==> config.mk <==
export PLATFORM = sky130hd
export DESIGN_NAME = lbl_match_engine
export DESIGN_NICKNAME = d
export VERILOG_FILES = /design/src/rtl/lm_pkg.sv /design/src/rtl/lm_table.sv /design/src/rtl/lm_compare.sv /design/src/rtl/lm_scan_ctrl.sv /design/src/rtl/lbl_match_engine.sv
export SDC_FILE = /design/constraint.sdc
export NUM_CORES = 2
export LEC_CHECK = 0
export ABC_AREA = 1
export BUFFER_PORTS_ARGS = -buffer_cell sky130_fd_sc_hd__buf_2
export CORE_MARGIN = 10
export CORE_UTILIZATION = 40
export CTS_CLUSTER_DIAMETER = 40
export DETAILED_ROUTE_END_ITERATION = 8
export GPL_ROUTABILITY_DRIVEN = 0
export PLACE_DENSITY = 0.61
export SYNTH_ARGS = -nofsm -noshare
export SYNTH_HDL_FRONTEND = slang
export SYNTH_HIERARCHICAL = 1
export SYNTH_SLANG_ARGS = --single-unit
==> constraint.sdc <==
create_clock -name clk_i -period 2.7 [get_ports clk_i]
set_input_delay 0.54 -clock clk_i [delete_from_list [all_inputs] [get_ports clk_i]]
set_output_delay 0.54 -clock clk_i [all_outputs]
set_load 0.03 [all_outputs]
==> src/rtl/lm_pkg.sv <==
package lm_pkg;
  localparam int unsigned LM_LBL_W = 8;
  localparam int unsigned LM_SD_W  = 2;
  localparam int unsigned LM_RX_W  = LM_LBL_W + LM_SD_W;

  typedef struct packed {
    logic [1:0]          irq;
    logic [1:0]          chan;
    logic                fifo;
    logic                sd_any;
    logic [LM_SD_W-1:0]  sd;
    logic [LM_LBL_W-1:0] lbl;
  } lm_entry_t;

  typedef enum logic {LM_IDLE = 1'b0, LM_SCAN = 1'b1} lm_state_e;
endpackage

==> src/rtl/lm_table.sv <==
module lm_table
  import lm_pkg::*;
#(
  parameter int unsigned N_ENT    = 128,
  parameter int unsigned HADDR_W  = 10,
  parameter int unsigned TBL_BASE = 32'h200
) (
  input  logic                       clk_i,
  input  logic                       rst_ni,
  input  logic                       we_i,
  input  logic [HADDR_W-1:0]         waddr_i,
  input  lm_entry_t                  wdata_i,
  input  logic [$clog2(N_ENT)-1:0]   rd_idx_i,
  output lm_entry_t                  rd_entry_o
);
  localparam int unsigned IDX_W = $clog2(N_ENT);

  logic [HADDR_W-1:0] off;
  logic               wr_hit;
  lm_entry_t          mem [N_ENT];

  // Below-base addresses wrap to a large offset and fail the range test.
  assign off    = waddr_i - HADDR_W'(TBL_BASE);
  assign wr_hit = we_i && (off < HADDR_W'(N_ENT));

  always_ff @(posedge clk_i or negedge rst_ni) begin
    if (!rst_ni) begin
      for (int i = 0; i < N_ENT; i++) mem[i] <= '0;
    end else if (wr_hit) begin
      mem[off[IDX_W-1:0]] <= wdata_i;
    end
  end

  assign rd_entry_o = mem[rd_idx_i];
endmodule

==> src/rtl/lm_compare.sv <==
module lm_compare
  import lm_pkg::*;
#(
  parameter int unsigned CH_W = 2
) (
  input  lm_entry_t             entry_i,
  input  logic [LM_LBL_W-1:0]   lbl_i,
  input  logic [LM_SD_W-1:0]    sd_i,
  input  logic [CH_W-1:0]       chan_i,
  input  logic                  all_call_i,
  output logic                  match_o
);
  logic lbl_ok, sd_ok, ch_ok;

  always_comb begin
    lbl_ok  = (entry_i.lbl == '0) || (entry_i.lbl == lbl_i);
    sd_ok   = entry_i.sd_any || (entry_i.sd == sd_i) || (all_call_i && (sd_i == '0));
    ch_ok   = (entry_i.chan == chan_i);
    match_o = lbl_ok && sd_ok && ch_ok;
  end
endmodule

==> src/rtl/lm_scan_ctrl.sv <==
module lm_scan_ctrl
  import lm_pkg::*;
#(
  parameter int unsigned N_ENT = 128
) (
  input  logic                      clk_i,
  input  logic                      rst_ni,
  input  logic                      start_i,
  input  logic                      stall_i,
  input  logic                      match_i,
  input  logic                      fifo_i,
  input  logic [1:0]                irq_i,
  output logic                      busy_o,
  output logic [$clog2(N_ENT)-1:0]  idx_o,
  output logic                      res_vld_o,
  output logic                      res_hit_o,
  output logic [$clog2(N_ENT)-1:0]  res_addr_o,
  output logic                      res_fifo_o,
  output logic [1:0]                res_irq_o
);
  localparam int unsigned IDX_W = $clog2(N_ENT);
  localparam logic [IDX_W-1:0] LAST = IDX_W'(N_ENT - 1);

  lm_state_e st_q;

  always_ff @(posedge clk_i or negedge rst_ni) begin
    if (!rst_ni) begin
      st_q       <= LM_IDLE;
      idx_o      <= '0;
      res_vld_o  <= 1'b0;
      res_hit_o  <= 1'b0;
      res_addr_o <= '0;
      res_fifo_o <= 1'b0;
      res_irq_o  <= '0;
    end else begin
      res_vld_o <= 1'b0;
      unique case (st_q)
        LM_IDLE: begin
          if (start_i) begin
            st_q  <= LM_SCAN;
            idx_o <= '0;
          end
        end
        LM_SCAN: begin
          if (!stall_i) begin
            if (match_i) begin
              st_q       <= LM_IDLE;
              res_vld_o  <= 1'b1;
              res_hit_o  <= 1'b1;
              res_addr_o <= idx_o;
              res_fifo_o <= fifo_i;
              res_irq_o  <= irq_i;
            end else if (idx_o == LAST) begin
              st_q       <= LM_IDLE;
              res_vld_o  <= 1'b1;
              res_hit_o  <= 1'b0;
              res_addr_o <= '0;
              res_fifo_o <= 1'b0;
              res_irq_o  <= '0;
            end else begin
              idx_o <= idx_o + 1'b1;
            end
          end
        end
        default: st_q <= LM_IDLE;
      endcase
    end
  end

  assign busy_o = (st_q == LM_SCAN);
endmodule

==> src/rtl/lbl_match_engine.sv <==
module lbl_match_engine
  import lm_pkg::*;
#(
  parameter int unsigned N_ENT    = 128,
  parameter int unsigned N_CH     = 4,
  parameter int unsigned HADDR_W  = 10,
  parameter int unsigned TBL_BASE = 32'h200
) (
  input  logic                      clk_i,
  input  logic                      rst_ni,
  input  logic                      word_vld_i,
  input  logic [LM_RX_W-1:0]        word_i,
  input  logic [$clog2(N_CH)-1:0]   word_ch_i,
  input  logic [N_CH-1:0]           all_call_i,
  input  logic                      tbl_we_i,
  input  logic [HADDR_W-1:0]        tbl_addr_i,
  input  logic [15:0]               tbl_wdata_i,
  output logic                      busy_o,
  output logic                      res_vld_o,
  output logic                      res_hit_o,
  output logic [$clog2(N_ENT)-1:0]  res_addr_o,
  output logic                      res_fifo_o,
  output logic [1:0]                res_irq_o
);
  localparam int unsigned IDX_W = $clog2(N_ENT);
  localparam int unsigned CH_W  = $clog2(N_CH);

  logic                  accept;
  logic [LM_LBL_W-1:0]   lbl_q;
  logic [LM_SD_W-1:0]    sd_q;
  logic [CH_W-1:0]       ch_q;
  logic                  ac_q;
  logic [IDX_W-1:0]      scan_idx;
  lm_entry_t             cur_entry;
  logic                  cur_match;

  assign accept = word_vld_i && !busy_o;

  always_ff @(posedge clk_i or negedge rst_ni) begin
    if (!rst_ni) begin
      lbl_q <= '0;
      sd_q  <= '0;
      ch_q  <= '0;
      ac_q  <= 1'b0;
    end else if (accept) begin
      lbl_q <= word_i[LM_LBL_W-1:0];
      sd_q  <= word_i[LM_RX_W-1:LM_LBL_W];
      ch_q  <= word_ch_i;
      ac_q  <= all_call_i[word_ch_i];
    end
  end

  lm_table #(
    .N_ENT   (N_ENT),
    .HADDR_W (HADDR_W),
    .TBL_BASE(TBL_BASE)
  ) u_table (
    .clk_i     (clk_i),
    .rst_ni    (rst_ni),
    .we_i      (tbl_we_i),
    .waddr_i   (tbl_addr_i),
    .wdata_i   (lm_entry_t'(tbl_wdata_i)),
    .rd_idx_i  (scan_idx),
    .rd_entry_o(cur_entry)
  );

  lm_compare #(.CH_W(CH_W)) u_cmp (
    .entry_i   (cur_entry),
    .lbl_i     (lbl_q),
    .sd_i      (sd_q),
    .chan_i    (ch_q),
    .all_call_i(ac_q),
    .match_o   (cur_match)
  );

  lm_scan_ctrl #(.N_ENT(N_ENT)) u_ctrl (
    .clk_i     (clk_i),
    .rst_ni    (rst_ni),
    .start_i   (accept),
    .stall_i   (tbl_we_i),
    .match_i   (cur_match),
    .fifo_i    (cur_entry.fifo),
    .irq_i     (cur_entry.irq),
    .busy_o    (busy_o),
    .idx_o     (scan_idx),
    .res_vld_o (res_vld_o),
    .res_hit_o (res_hit_o),
    .res_addr_o(res_addr_o),
    .res_fifo_o(res_fifo_o),
    .res_irq_o (res_irq_o)
  );
endmodule

Word-level counts from Yosys, hierarchy flattened --
Cells that the tools add are included.
Word-level totals: flip-flop bits (word level) 2081, input bits 46, output and inout bits 13, logic and storage cells 842
Cells by class: add/subtract/negate cells 2, order comparisons 5, equal/unequal tests 8, muxes and demuxes 29, bitwise gates (word level) 4, reductions and logical operators 15
Operators with widths (count):
- bitwise mux 2048 bit | 1
- binary-select mux 16 bit (select 7 bit) | 1
- demux 16 bit (select 7 bit) | 1
- two-way mux 16 bit | 3
- two-way mux 7 bit | 6
- greater-or-equal comparator 8 bit (second input constant) | 2
- inverter 7 -> 8 bit | 2
- one-hot mux 7 bit (2 select lines) | 1
- two-way mux 1 bit | 12
- less-than comparator 10 x 8 -> 1 bit (second input constant) | 1
- subtractor 10 bit (second input constant) | 1
- == test 8 bit | 1
- zero test 8 bit | 1
- less-than comparator 8 x 1 -> 1 bit (second input constant) | 1
- != test 2 bit (second input constant) | 4
- adder 7 x 1 -> 7 bit (second input constant) | 1
- == test 7 bit (second input constant) | 1
- logical AND 1 bit | 6
- == test 2 bit | 2
- two-way mux 2 bit | 2
- AND reduction 4 bit | 1
- logical OR 1 bit | 3
- less-than comparator 2 x 3 -> 1 bit (second input constant) | 1
- AND reduction 3 bit | 1
- 6 further kinds | 7

Logic depth before layout (Yosys ltp) --
depth in word-level cells 12, depth in mapped cells 26, gate-level depth less buffers 21

Hierarchy --
The synthesis kept the hierarchy.
By module, submodules not included:
- lm_table | instances 1, cells each 11492, area each 93477.2 sq um, seq. area each 51249.2 sq um
- lm_scan_ctrl | instances 1, cells each 117, area each 1046.0 sq um, seq. area each 500.5 sq um
- lbl_match_engine | instances 1, cells each 68, area each 555.5 sq um, seq. area each 325.3 sq um
- lm_compare | instances 1, cells each 51, area each 235.2 sq um, seq. area each 0.0 sq um

Least setup slack after synthesis --
OpenSTA, ideal clock, no wires.
kind register -> register, from register u_ctrl.idx_o[0], to register u_ctrl.res_hit_o, library setup time 119 ps, arrival time 2666 ps, required time 2581 ps, setup slack -85 ps, stages on the path, launching flop included 24, path buffers 5, period minus slack after synthesis 2785 ps, cells stage by stage dfrtp_1 buf_2 buf_4 buf_2 clkbuf_1 nand2_1 nand3_1 nand3_1 nand3_1 nand3_1 nand3_1 nand3_1 nand2_1 xnor2_1 nand2_1 nor2_1 nand2_1 a21oi_2 inv_2 nand2_4 nand2_4 buf_6 nand2_2 o21ai_2
RTL lines:
- start, declared | RTL line lm_scan_ctrl.sv:14 | output logic [$clog2(N_ENT)-1:0] idx_o,
- start signal, assigned | RTL line lm_scan_ctrl.sv:61 | idx_o <= idx_o + 1'b1;
- end signal, assigned | RTL line lm_scan_ctrl.sv:31 | res_hit_o <= 1'b0;
- end signal, assigned | RTL line lm_scan_ctrl.sv:49 | res_hit_o <= 1'b1;
- end signal, assigned | RTL line lm_scan_ctrl.sv:56 | res_hit_o <= 1'b0;
- end, declared | RTL line lm_scan_ctrl.sv:16 | output logic res_hit_o,

==> flow_results.org <==
** Status
- The run finished, with violations left.
- The final reports fail on setup timing.

** Critical path
- Setup crit start :: u_ctrl/idx_o[0]
- Required time of the worst setup path :: around 3600 ps
- The startpoint identified for the worst register-to-register timing path is u_ctrl/idx_o[0].
- Total buffers and inverters traversed by the critical path :: 5
- Worst EP arrival :: ~4400 ps
- Category of the worst setup path capture point :: register
- STA classifies the critical path startpoint as a register.
- The critical path goes through buf_12, buf_16, buf_16, nand2_1, nand3_1, nand3_1, nand3_1, nand3_1, nand3_2, nand3_2, nand2_2, nand2_1, nand2_1, nand2_1, nor2_1, nand2_1, a21oi_4, inv_2, nand3_4, buf_4, nand3_1, o21ai_1.
- Among all stages on the critical path, the largest delay is contributed by sky130_fd_sc_hd__dfrtp_4.
- Along the worst path, the maximum fanout reaches 30.
- For this run, the slowest stage of the critical path takes 520 ps.
- Grouping stages by cell kind, the critical path spends the most delay in simple AND/OR/NAND/NOR gates.
- The worst setup path is of the reg2reg kind.

** Cells and area
- The post-route netlist has between 10% and 20% of its cells at a drive strength greater than 1.
- Final non-filler cell area :: 116000 um^2
- The top cell types in the final layout, fill and taps aside, are 4256 x sky130_fd_sc_hd__nand2_1, 2076 x sky130_fd_sc_hd__dfrtp_1, 1896 x sky130_fd_sc_hd__nand3_1, 1132 x sky130_fd_sc_hd__o21ai_0, 909 x sky130_fd_sc_hd__o21ai_1.
- Area Overhead vs Synth :: 22.0%
- Most common cell after layout, fill and taps aside :: sky130_fd_sc_hd__nand2_1
- For this run, the post-layout net count is 11819.
- The layout has roughly 22000 filler cells.

** Global route
- Initial antenna violation count :: 6
- All-Layer GR Usage :: between 20% and 30%
- Maximum number of pins on one net before global-route repair :: between 100 and 150
- Total congestion overflow :: 0
- Wire length of the first global-routing pass :: about 500000 um
- Number of global-route vias before repair :: 82651

** STA
- For this run, the top clock speed supported by timing is roughly 290 MHz.
- Setup violations remaining at the end of the flow were counted as 20.
- Final setup margin :: -808 ps
- After layout, the minimum clock period comes to 3510 ps.
- Period Utilization, post-route :: 130%
- Hold Slack :: roughly 62 ps
- The clock arrives with 78.1 ps of skew.
- Setup repair after global routing missed its margin :: yes
- The final-report max-slew violation count is 0.
- Worst slew margin :: 50.6%
- Final hold vios :: 0
- For the pin with the worst max-slew slack, the measured transition is ~740 ps.

** Clock network
- Clock Tree Buf Depth :: 4
- Clock-pin slew was measured on the worst setup and hold paths at around 50 ps.
- TritonCTS built the clock tree.
- Root buffer cell :: sky130_fd_sc_hd__clkbuf_16
- In this run the number of H-tree levels came out at 5.
- Clock sink count :: 2081
- Later-pin clock latency in the skew report :: roughly 970 ps
- Number of CTS-inserted buffers :: about 350

** Placement
- Port-buffer cells :: a little under 60
- Placement-stage cell area :: ~100000 um^2
- The HPWL after detailed placement is between 200000 and 250000 um.
- Worst Setup Slack post-DPL :: -1200 ps

** Detailed routing
- Dividing the detail-routed wire length by the instance count gives around 21 um.
- Summed over all nets, wire length on met3 after detailed routing comes to around 27000 um.
- Number of antenna-violating nets in the routed design :: 0
- Wirelength, routed :: approximately 330000 um
- Met1 Wirelength :: between 100000 and 150000 um
- DRC violation total after the first TritonRoute iteration :: ~10000
- For this run, design rule violations remaining after detail routing come to 0.
- Detail Route met2 WL :: about 150000 um
- The highest layer touched by signal routing is met5.
- Across all layers, the routed design uses roughly 85000 vias.
- DR pass1 iterations :: 7
- After detailed routing, the number of vias per cell comes to 5.58.

** Die
- Row count :: roughly 180
- The floorplan step defined a die boundary enclosing approximately 260000 um^2.
- Initial core utilization :: around 40%
- Horizontal die dimension :: roughly 510 um
- Die Span Y :: 508 um
- Number of ports placed on the die boundary :: ~60
- Area inside the core boundary :: 237000 um^2

** Worst hold path
- The tightest min-delay check is of the in2reg type.
- In this run the most critical hold path is launched from word_ch_i[0].

** Power and ir drop
- Power spread over the standard cell area amounts to between 900 and 1000 nW/um^2.
- Leakage power :: approximately 52 nW
- IR analysis of the VDD net gives a maximum drop of roughly 0.00077 V.
- Final Total Pwr :: roughly 110 mW

** Synthesis
- Avg Cell Area, Syn :: 8.13 um^2
- EDFF count, synth :: 0
- Top_reg_cell synth :: sky130_fd_sc_hd__dfrtp_1
- The mapped netlist covers around 95000 um^2.
- Yosys printed 6 warnings.
- Register area share after synthesis :: a little over half
- Number of distinct library cells after synthesis :: 34
- The synthesized design contains 2081 register bits.
- Synthesized netlist cell count :: 11728
- Syn_nets :: between 10000 and 15000
- For this run, asynchronously set or reset flops after synthesis account for 100%.

** Run
- The tool flagged a number of max-cap violations equal to 0.
-- final cells by class --
type / instances / area, um^2 / area share [%]
antenna: 4 / 10.0 / 0.00861
clock buffer: 419 / 9600 / 8.26
clock inverter: 206 / 2550 / 2.19
inverter: 58 / 337 / 0.289
multi-input combinational: 8518 / 39100 / 33.6
sequential: 2081 / 52100 / 44.8
tap: 3167 / 3960 / 3.41
timing repair buffer: 761 / 8590 / 7.39
-- per-layer routing --
layer | vias up | GRT usage [%]
met5 | - | 0
met4 | 6 | 12.0
met3 | 769 | 5.15
met2 | 3740 | 38.1
met1 | 41381 | 32.7
li1 | 38951 | -
-- timing repair --
item | CTS | global route
endpoints found under the hold margin | 289 | 0
pin swaps | 5 | 8
hold buffers | 23 | 0
resized for setup | 120 | 112
buffers inserted | 3 | 7
setup endpoints to repair | 20 | 20
gates cloned | 5 | 10
-- path summary, 6_finish.rpt --
kind	end	slack [ps]	cells after the start
worst max-delay path	u_ctrl/idx_o[1]	-810	22
max in group asynchronous	u_table/mem[410]	1410	3
worst min-delay path	ch_q[0]	60	3
worst max register to register	u_ctrl/idx_o[1]	-810	22
min in group asynchronous	u_table/mem[196]	130	2
worst min register to register	u_table/mem[1192]	480	2
-- flip-flops by register name, indices dropped and copies added, names as in the netlist, 2 cells and up --
name / count
ch_q: 2
lbl_q: 8
sd_q: 2
u_ctrl/idx_o: 7
u_ctrl/res_addr_o: 7
u_ctrl/res_irq_o: 2
u_table/mem: 2048
-- report_power, final --
group          internal, mW  switching, mW
clock network          29.5           16.4
registers              31.8          0.577
logic                  11.6           21.5
-- synthesized netlist by cell type (2+ instances only) --
cell type	number	area share, %
sky130_fd_sc_hd__nand3_1	2028	11
sky130_fd_sc_hd__xnor2_1	5	0.046
sky130_fd_sc_hd__dfrtp_1	2081	55
sky130_fd_sc_hd__nor4_4	8	0.18
sky130_fd_sc_hd__xor2_1	2	0.018
sky130_fd_sc_hd__nand2_2	15	0.098
sky130_fd_sc_hd__nor2_2	2	0.013
sky130_fd_sc_hd__buf_1	86	0.34
sky130_fd_sc_hd__a21oi_1	4	0.021
sky130_fd_sc_hd__nor2_4	9	0.11
sky130_fd_sc_hd__nor2_8	4	0.084
sky130_fd_sc_hd__nand2_1	4262	17
sky130_fd_sc_hd__inv_1	44	0.17
sky130_fd_sc_hd__nor3_1	7	0.037
sky130_fd_sc_hd__nand2_4	73	0.86
sky130_fd_sc_hd__buf_6	51	0.60
sky130_fd_sc_hd__buf_4	6	0.047
sky130_fd_sc_hd__nor2_1	23	0.091
sky130_fd_sc_hd__nand4_1	3	0.020
sky130_fd_sc_hd__o21ai_0	1132	5.9
sky130_fd_sc_hd__buf_2	342	1.8
sky130_fd_sc_hd__o21ai_1	909	4.8
sky130_fd_sc_hd__nor3_4	2	0.034
sky130_fd_sc_hd__o21ai_2	23	0.21
sky130_fd_sc_hd__clkbuf_1	586	2.3
sky130_fd_sc_hd__inv_2	13	0.051
-- metrics by stage --
step | std cells | utilization [%] | setup TNS [ps]
6_report | 15214 | 49.0 | -15540
5_1_grt | 15213 | 49.0 | -16810
4_1_cts | 15193 | 48.6 | -14730
3_5_place_dp | 14537 | 43.0 | -22290
3_3_place_gp | 14537 | 43.0 | -22950
2_1_floorplan | 11728 | - | 0
-- worst reg2reg max path, delay by kind of cell, from the launching register on --
family / cells / cell delay [ps]
AOI/OAI and AO/OA: 2 / 330
buffers and inverters: 5 / 920
DFF: 1 / 520
and+or+nand+nor: 15 / 1660
-- cell families (layout without fill, tap and decap cells) --
logic type / Yosys count / count (layout) / synth area share, %
DFF: 2081 / 2081 / 54.6
adders and majority gates: 1 / 1 / 0.0131
and+or+nand+nor: 6439 / 6440 / 29.0
AOI/OAI and AO/OA: 2070 / 2070 / 11.0
buffers and inverters: 1130 / 1444 / 5.33
other: 0 / 4 / 0
xor gates and xnor gates: 7 / 7 / 0.0643
(Power assumes the default switching activity.)
